$ cat src/rtl/usb_pwrseq_pkg.sv
package usb_pwrseq_pkg;

  // Number of VBUS override lanes: index 1 is USB3, index 0 is USB2.
  parameter int unsigned VBUS_PORTS = 2;

  typedef enum logic [4:0] {
    S_IDLE,
    S_RST_ALL,
    S_REFCLK,
    S_IDDQ_OFF,
    S_TPD_OFF,
    S_PHY_REL,
    S_WAIT_PHY,
    S_PWR_GOOD,
    S_MODE_CFG,
    S_SSC_ON,
    S_CORE_REL,
    S_WAIT_CORE,
    S_VBUS_FORCE,
    S_WAIT_VBUS,
    S_PROG,
    S_READY,
    S_FAIL,
    S_EXIT_RST,
    S_EXIT_CLK
  } seq_state_e;

endpackage

$ cat src/rtl/usb_pwrseq_rst_sync.sv
module usb_pwrseq_rst_sync #(
  parameter int unsigned STAGES = 2
) (
  input  logic clk,
  input  logic rst_n,
  output logic rst_n_sync
);

  logic [STAGES-1:0] sync_q;

  always_ff @(posedge clk or negedge rst_n) begin
    if (!rst_n) begin
      sync_q <= '0;
    end else begin
      sync_q <= {sync_q[STAGES-2:0], 1'b1};
    end
  end

  assign rst_n_sync = sync_q[STAGES-1];

endmodule

$ cat src/rtl/usb_pwrseq_timer.sv
module usb_pwrseq_timer #(
  parameter int unsigned CYCLES = 1000
) (
  input  logic clk,
  input  logic rst_n,
  input  logic load,
  output logic done
);

  localparam int unsigned CNT_W = (CYCLES > 2) ? $clog2(CYCLES) : 1;
  localparam logic [CNT_W-1:0] RELOAD = CNT_W'(CYCLES - 1);

  logic [CNT_W-1:0] cnt_q;
  logic [CNT_W-1:0] cnt_d;
  logic             cnt_en;

  always_comb begin
    cnt_en = load || (cnt_q != '0);
    cnt_d  = load ? RELOAD : (cnt_q - CNT_W'(1));
  end

  always_ff @(posedge clk or negedge rst_n) begin
    if (!rst_n) begin
      cnt_q <= '0;
    end else if (cnt_en) begin
      cnt_q <= cnt_d;
    end
  end

  assign done = (cnt_q == '0) && !load;

endmodule

$ cat src/rtl/usb_pwrseq_fsm.sv
module usb_pwrseq_fsm
  import usb_pwrseq_pkg::*;
(
  input  logic       clk,
  input  logic       rst_n,
  input  logic       init_req,
  input  logic       exit_req,
  input  logic       wait_done,
  input  logic       prog_ack,
  input  logic       prog_err,
  output seq_state_e state,
  output logic       wait_load,
  output logic       prog_req,
  output logic       ready,
  output logic       err
);

  seq_state_e state_q;
  seq_state_e state_d;

  always_comb begin
    state_d = state_q;
    unique case (state_q)
      S_IDLE:       if (init_req) state_d = S_RST_ALL;
      S_RST_ALL:    state_d = S_REFCLK;
      S_REFCLK:     state_d = S_IDDQ_OFF;
      S_IDDQ_OFF:   state_d = S_TPD_OFF;
      S_TPD_OFF:    state_d = S_PHY_REL;
      S_PHY_REL:    state_d = S_WAIT_PHY;
      S_WAIT_PHY:   if (wait_done) state_d = S_PWR_GOOD;
      S_PWR_GOOD:   state_d = S_MODE_CFG;
      S_MODE_CFG:   state_d = S_SSC_ON;
      S_SSC_ON:     state_d = S_CORE_REL;
      S_CORE_REL:   state_d = S_WAIT_CORE;
      S_WAIT_CORE:  if (wait_done) state_d = S_VBUS_FORCE;
      S_VBUS_FORCE: state_d = S_WAIT_VBUS;
      S_WAIT_VBUS:  if (wait_done) state_d = S_PROG;
      S_PROG: begin
        if (prog_err) begin
          state_d = S_FAIL;
        end else if (prog_ack) begin
          state_d = S_READY;
        end
      end
      S_READY:      if (exit_req) state_d = S_EXIT_RST;
      S_EXIT_RST:   state_d = S_EXIT_CLK;
      S_EXIT_CLK:   state_d = S_IDLE;
      S_FAIL:       state_d = S_FAIL;
      default:      state_d = S_IDLE;
    endcase
  end

  always_ff @(posedge clk or negedge rst_n) begin
    if (!rst_n) begin
      state_q <= S_IDLE;
    end else begin
      state_q <= state_d;
    end
  end

  assign state     = state_q;
  assign wait_load = (state_q == S_PHY_REL) || (state_q == S_CORE_REL) ||
                     (state_q == S_VBUS_FORCE);
  assign prog_req  = (state_q == S_PROG);
  assign ready     = (state_q == S_READY);
  assign err       = (state_q == S_FAIL);

endmodule

$ cat src/rtl/usb_pwrseq_ctl.sv
module usb_pwrseq_ctl
  import usb_pwrseq_pkg::*;
(
  input  logic                  clk,
  input  logic                  rst_n,
  input  seq_state_e            state,
  input  logic                  clk_src_pad,
  output logic                  aux_rst_n,
  output logic                  ctrl_rst_n,
  output logic                  u3phy_rst_n,
  output logic                  u2phy_por_n,
  output logic                  u2_iddq,
  output logic                  u3_test_pd,
  output logic                  ana_pwr_en,
  output logic                  pcs_pwr_stable,
  output logic                  pma_pwr_stable,
  output logic                  ssc_en,
  output logic [VBUS_PORTS-1:0] vbus_ovr_val,
  output logic [VBUS_PORTS-1:0] vbus_ovr_sel,
  output logic                  refclk_pad_sel,
  output logic                  int_osc_en,
  output logic                  pad_gate_en
);

  // Clock enables and next values, one group per control
  logic phy_rst_we, phy_rst_d;
  logic core_rst_we, core_rst_d;
  logic iddq_we, tpd_we, pwr_we, ssc_we, vbus_we;
  logic refclk_we, clkoff_we;
  logic src_q;

  always_comb begin
    phy_rst_we  = (state == S_RST_ALL) || (state == S_PHY_REL) || (state == S_EXIT_RST);
    phy_rst_d   = (state == S_PHY_REL);
    core_rst_we = (state == S_RST_ALL) || (state == S_CORE_REL);
    core_rst_d  = (state == S_CORE_REL);
    iddq_we     = (state == S_IDDQ_OFF);
    tpd_we      = (state == S_TPD_OFF);
    pwr_we      = (state == S_PWR_GOOD);
    ssc_we      = (state == S_SSC_ON);
    vbus_we     = (state == S_VBUS_FORCE);
    refclk_we   = (state == S_REFCLK);
    clkoff_we   = (state == S_EXIT_CLK);
  end

  // PHY resets
  always_ff @(posedge clk or negedge rst_n) begin
    if (!rst_n) begin
      u3phy_rst_n <= 1'b0;
      u2phy_por_n <= 1'b0;
    end else if (phy_rst_we) begin
      u3phy_rst_n <= phy_rst_d;
      u2phy_por_n <= phy_rst_d;
    end
  end

  // Controller-side resets
  always_ff @(posedge clk or negedge rst_n) begin
    if (!rst_n) begin
      aux_rst_n  <= 1'b0;
      ctrl_rst_n <= 1'b0;
    end else if (core_rst_we) begin
      aux_rst_n  <= core_rst_d;
      ctrl_rst_n <= core_rst_d;
    end
  end

  // Low-power controls
  always_ff @(posedge clk or negedge rst_n) begin
    if (!rst_n) begin
      u2_iddq <= 1'b1;
    end else if (iddq_we) begin
      u2_iddq <= 1'b0;
    end
  end

  always_ff @(posedge clk or negedge rst_n) begin
    if (!rst_n) begin
      u3_test_pd <= 1'b1;
    end else if (tpd_we) begin
      u3_test_pd <= 1'b0;
    end
  end

  // Power-stable flags
  always_ff @(posedge clk or negedge rst_n) begin
    if (!rst_n) begin
      ana_pwr_en     <= 1'b0;
      pcs_pwr_stable <= 1'b0;
      pma_pwr_stable <= 1'b0;
    end else if (pwr_we) begin
      ana_pwr_en     <= 1'b1;
      pcs_pwr_stable <= 1'b1;
      pma_pwr_stable <= 1'b1;
    end
  end

  always_ff @(posedge clk or negedge rst_n) begin
    if (!rst_n) begin
      ssc_en <= 1'b0;
    end else if (ssc_we) begin
      ssc_en <= 1'b1;
    end
  end

  // VBUS-valid overrides, one value/select pair per lane
  for (genvar g = 0; g < VBUS_PORTS; g++) begin : g_vbus
    always_ff @(posedge clk or negedge rst_n) begin
      if (!rst_n) begin
        vbus_ovr_val[g] <= 1'b0;
        vbus_ovr_sel[g] <= 1'b0;
      end else if (vbus_we) begin
        vbus_ovr_val[g] <= 1'b1;
        vbus_ovr_sel[g] <= 1'b1;
      end
    end
  end

  // Reference clock selection, remembered for the shutdown steps
  always_ff @(posedge clk or negedge rst_n) begin
    if (!rst_n) begin
      src_q          <= 1'b0;
      refclk_pad_sel <= 1'b0;
    end else if (refclk_we) begin
      src_q          <= clk_src_pad;
      refclk_pad_sel <= clk_src_pad;
    end
  end

  always_ff @(posedge clk or negedge rst_n) begin
    if (!rst_n) begin
      int_osc_en <= 1'b0;
    end else if (refclk_we) begin
      int_osc_en <= !clk_src_pad;
    end else if (clkoff_we && !src_q) begin
      int_osc_en <= 1'b0;
    end
  end

  always_ff @(posedge clk or negedge rst_n) begin
    if (!rst_n) begin
      pad_gate_en <= 1'b0;
    end else if (refclk_we) begin
      pad_gate_en <= clk_src_pad;
    end else if (clkoff_we && src_q) begin
      pad_gate_en <= 1'b0;
    end
  end

endmodule

$ cat src/rtl/usb_phy_pwrseq.sv
module usb_phy_pwrseq
  import usb_pwrseq_pkg::*;
#(
  parameter int unsigned CLKS_PER_US = 10,
  parameter int unsigned WAIT_US     = 100
) (
  input  logic       clk,
  input  logic       rst_n,
  input  logic       init_req,
  input  logic       exit_req,
  input  logic       clk_src_pad,
  input  logic       prog_ack,
  input  logic       prog_err,
  output logic       prog_req,
  output logic       ready,
  output logic       err,
  output logic       aux_rst_n,
  output logic       ctrl_rst_n,
  output logic       u3phy_rst_n,
  output logic       u2phy_por_n,
  output logic       u2_iddq,
  output logic       u3_test_pd,
  output logic       ana_pwr_en,
  output logic       pcs_pwr_stable,
  output logic       pma_pwr_stable,
  output logic       ssc_en,
  output logic [1:0] vbus_ovr_val,
  output logic [1:0] vbus_ovr_sel,
  output logic       refclk_pad_sel,
  output logic       int_osc_en,
  output logic       pad_gate_en
);

  localparam int unsigned WAIT_CYC = CLKS_PER_US * WAIT_US;

  logic       rst_n_sync;
  logic       wait_load;
  logic       wait_done;
  seq_state_e state;

  usb_pwrseq_rst_sync #(.STAGES(2)) rst_sync_i (
    .clk        (clk),
    .rst_n      (rst_n),
    .rst_n_sync (rst_n_sync)
  );

  usb_pwrseq_timer #(.CYCLES(WAIT_CYC)) timer_i (
    .clk   (clk),
    .rst_n (rst_n_sync),
    .load  (wait_load),
    .done  (wait_done)
  );

  usb_pwrseq_fsm fsm_i (
    .clk       (clk),
    .rst_n     (rst_n_sync),
    .init_req  (init_req),
    .exit_req  (exit_req),
    .wait_done (wait_done),
    .prog_ack  (prog_ack),
    .prog_err  (prog_err),
    .state     (state),
    .wait_load (wait_load),
    .prog_req  (prog_req),
    .ready     (ready),
    .err       (err)
  );

  usb_pwrseq_ctl ctl_i (
    .clk            (clk),
    .rst_n          (rst_n_sync),
    .state          (state),
    .clk_src_pad    (clk_src_pad),
    .aux_rst_n      (aux_rst_n),
    .ctrl_rst_n     (ctrl_rst_n),
    .u3phy_rst_n    (u3phy_rst_n),
    .u2phy_por_n    (u2phy_por_n),
    .u2_iddq        (u2_iddq),
    .u3_test_pd     (u3_test_pd),
    .ana_pwr_en     (ana_pwr_en),
    .pcs_pwr_stable (pcs_pwr_stable),
    .pma_pwr_stable (pma_pwr_stable),
    .ssc_en         (ssc_en),
    .vbus_ovr_val   (vbus_ovr_val),
    .vbus_ovr_sel   (vbus_ovr_sel),
    .refclk_pad_sel (refclk_pad_sel),
    .int_osc_en     (int_osc_en),
    .pad_gate_en    (pad_gate_en)
  );

endmodule

$ cat config.mk
export PLATFORM = sky130hd
export DESIGN_NAME = usb_phy_pwrseq
export DESIGN_NICKNAME = d
export VERILOG_FILES = /design/src/rtl/usb_pwrseq_pkg.sv /design/src/rtl/usb_pwrseq_rst_sync.sv /design/src/rtl/usb_pwrseq_timer.sv /design/src/rtl/usb_pwrseq_fsm.sv /design/src/rtl/usb_pwrseq_ctl.sv /design/src/rtl/usb_phy_pwrseq.sv
export SDC_FILE = /design/constraint.sdc
export NUM_CORES = 1
export LEC_CHECK = 0
export ABC_AREA = 1
export CORE_ASPECT_RATIO = 0.9
export CORE_MARGIN = 2
export CORE_UTILIZATION = 45
export DETAILED_ROUTE_END_ITERATION = 12
export HOLD_SLACK_MARGIN = 0.1
export PLACE_DENSITY = 0.69
export SLEW_MARGIN = 20
export SYNTH_ARGS = -nofsm -noshare
export SYNTH_HDL_FRONTEND = slang
export SYNTH_SLANG_ARGS = --single-unit
$ cat constraint.sdc
create_clock -name clk -period 1.41 [get_ports clk]
set_clock_uncertainty 0.15 [all_clocks]
set_input_delay 0.2115 -clock clk [delete_from_list [all_inputs] [get_ports clk]]
set_output_delay 0.2115 -clock clk [all_outputs]
set_load 0.01 [all_outputs]
==> flow_summary.toml <==
[run_status]
status = "complete, but fails checks"
violations = "setup timing"

[worst_setup_path]
slowest_delay_ns = 0.43
startpoint_type = "register"
crit_chain = "buf_6, buf_4, nand4_1, nor2_4, inv_2, nor2_4, nor2_4, nand2_4, nand2_1, nand2_1"
r2r-end = "fsm_i.state[3]"
end_kind = "register"
crit-reg2reg-launch = "fsm_i.state[1]"
worstSetupStartpoint = "fsm_i.state[1]"
cp_data_arrival_time_ns = 1.94
cp_slowest_cell = "dfrtp_1"
rrSetupSlack_ns = -0.46
worstSetupPathType = "register to register"
required_ns = 1.48
rr_worst_depth = 10
path_max_fanout = 5
cpMostUsedCell = "nor2_4"

[global_route]
grt_max_degree = 26
grtUsageTotal = 0.295
grt_pass1_wl_microns = 8810
antenna_found_initial = 0
overflow = 0
grt_pass1_vias = 1897

[place]
dpl_worst_slack_ns = -0.262
gp_congestion = 0.942
io_buffers = 26
place_hpwl_microns = 3110

[pwr]
leakage_nw = 1.41
pwr_density_cell_nw_per_um2 = 2060
ir_drop_mv = 1.26
p_total_w = 0.00599

[routing]
top_layer = "met4"
dr_wl_met3_microns = 641
drt_iter0_drc = 243
wl_met2_microns = 3340
drc = 0
final_antenna_net_count = 0
routed_wl_microns = 7000
wl_met1_microns = 2600
viasPerCell = 5.75
first_pass_iters = 5
wl_per_cell_microns = 19.8
via_count = 2029

[finish]
syn2layout_area_growth_pct = 80.4
seqCellArea_sq_um = 678
final_layout_size_suffix_gt1_frac = 0.537
multi_input_area_sq_um = 1090
antennaDiodeCount = 0
final_common_cell = "buf_4"
fill_cells = 154
nets = 319
regMostFlops = "timer_i.cnt_q"
largest_reg_flops = 10
layout_common_cells = "49 x buf_4, 25 x dfrtp_1, 25 x buf_6"

[floorplan]
dieArea_sq_um = 4090
chipHeight_microns = 60.8
boundaryPins = 27
core_area_sq_um = 3400
num_rows = 20
start_util = 0.475
die_x_microns = 67.2

[clock_tree]
cts_tree = "yes"
h-tree-depth = 1
cts.clk_slew.worst_paths_ns = 0.10
clock-sinks = 27
insertion_delay_ns = 0.28
numCtsBuffers = 3
cts-root-buf = "clkbuf_8"
clk_path_buf_depth = 2

[sta]
final_max_slew_viol_count = 0
fin_tns_setup_ns = -5.79
setup_viol = 27
clock.fmax_mhz = 535
setup_slack_ns = -0.458
hold_viol = 0
fin_crit_ns = 1.87
rsz0062_at_grt = "true"
fin_crit_sh = 1.32

[yosys]
yosysTopAreaCellShare = 0.387
synth_seq_cells = 27
postSynthAreaPerCell_sq_um = 7.62
ys_top_cells_by_area = "dfrtp_1 39%, nand2_1 10%, nor2_1 6.5%"
syn_inst = 212
synth_fp_nets = 221
ys_seq_area_frac = 0.420
synth_area_sq_um = 1620
ys_types = 35
synth_ff_type = "dfrtp_1"
synth_edf_count = 0
synth_top_area_cell = "dfrtp_1"
synth-async-reset-ratio = 1.00
ys_warn_count = 0

[job]
maxCapViolCount = 0

[hold_path]
hold_path.class = "register to asynchronous set/reset pin"
[metal layers]
metal | GRT usage | vias up
met1 | 0.349 | 960
met2 | 0.519 | 152
met4 | 0.163 | 0
li1 | - | 870
met5 | 0 | -
met3 | 0.0427 | 47
[where the power goes]
part	internal [W]	switching [W]
registers	0.00103	0.000223
clock network	0.000204	0.000267
logic	0.00198	0.00229
[worst max-delay path: cells and delay by family (launching register included)]
family,cells,cell delay (ns)
flops,1,0.43
simple gates,7,0.87
buf+inv,3,0.35
[Yosys cell counts (3+ instances only)]
master   number
dfrtp_1      25
a21oi_1       5
inv_2         3
buf_4         9
nor3_1        5
o21ai_0      11
nand3_1      19
nand2_1      44
nor2_2        6
inv_1        23
nor2_1       28
[final cells by class]
| type | count | share of cell area |
|---|---|---|
| Multi-Input combinational cell | 147 | 0.374 |
| Timing Repair Buffer | 103 | 0.316 |
| Sequential cell | 27 | 0.233 |
| Inverter | 28 | 0.0429 |
| Tap cell | 44 | 0.0189 |
| Clock buffer | 4 | 0.0155 |
[worst max-delay path by stage]
stage          slack [ns]        endpoint  depth (start not counted)
2_1_floorplan       -0.13  fsm_i.state[0]                         11
3_3_place_gp        -0.23           ready                          5
3_5_place_dp        -0.26  fsm_i.state[2]                         11
4_1_cts             -0.20  fsm_i.state[2]                         11
5_1_grt             -0.46  fsm_i.state[3]                         10
6_report            -0.46  fsm_i.state[3]                         10
[cell families (layout without fill, tap and decap cells)]
| kind of cell | after synthesis | after routing | synth area share |
|---|---|---|---|
| AND/OR/NAND/NOR | 114 | 114 | 0.330 |
| buffers and inverters | 38 | 135 | 0.115 |
| AO/OA/AOI/OAI | 28 | 28 | 0.106 |
| flip-flops | 27 | 27 | 0.420 |
| adder cells (fa/ha/maj) | 2 | 2 | 0.0155 |
| XOR/XNOR | 2 | 2 | 0.0108 |
| other | 1 | 1 | 0.00232 |
[what timing repair did]
| action | CTS | global route |
|---|---|---|
| hold endpoints to repair | 2 | 0 |
| hold buffers | 1 | 0 |
| setup endpoints to repair | 36 | 31 |
| pin swaps | 25 | 22 |
| setup buffers | 22 | 8 |
| cloned | 0 | 0 |
| gates resized for setup | 105 | 59 |
[per-stage QoR]
step | hold slack [ns] | util | area [sq um] | instances
floorplan | -0.234 | - | 1620 | 212
global placement | 0.0875 | 0.654 | 2230 | 321
detailed placement | 0.0872 | 0.654 | 2230 | 321
CTS | 0.117 | 0.778 | 2650 | 347
global route | 0.148 | 0.856 | 2910 | 353
finish | 0.115 | 0.856 | 2910 | 353
Power figures use the tool's default switching activity.
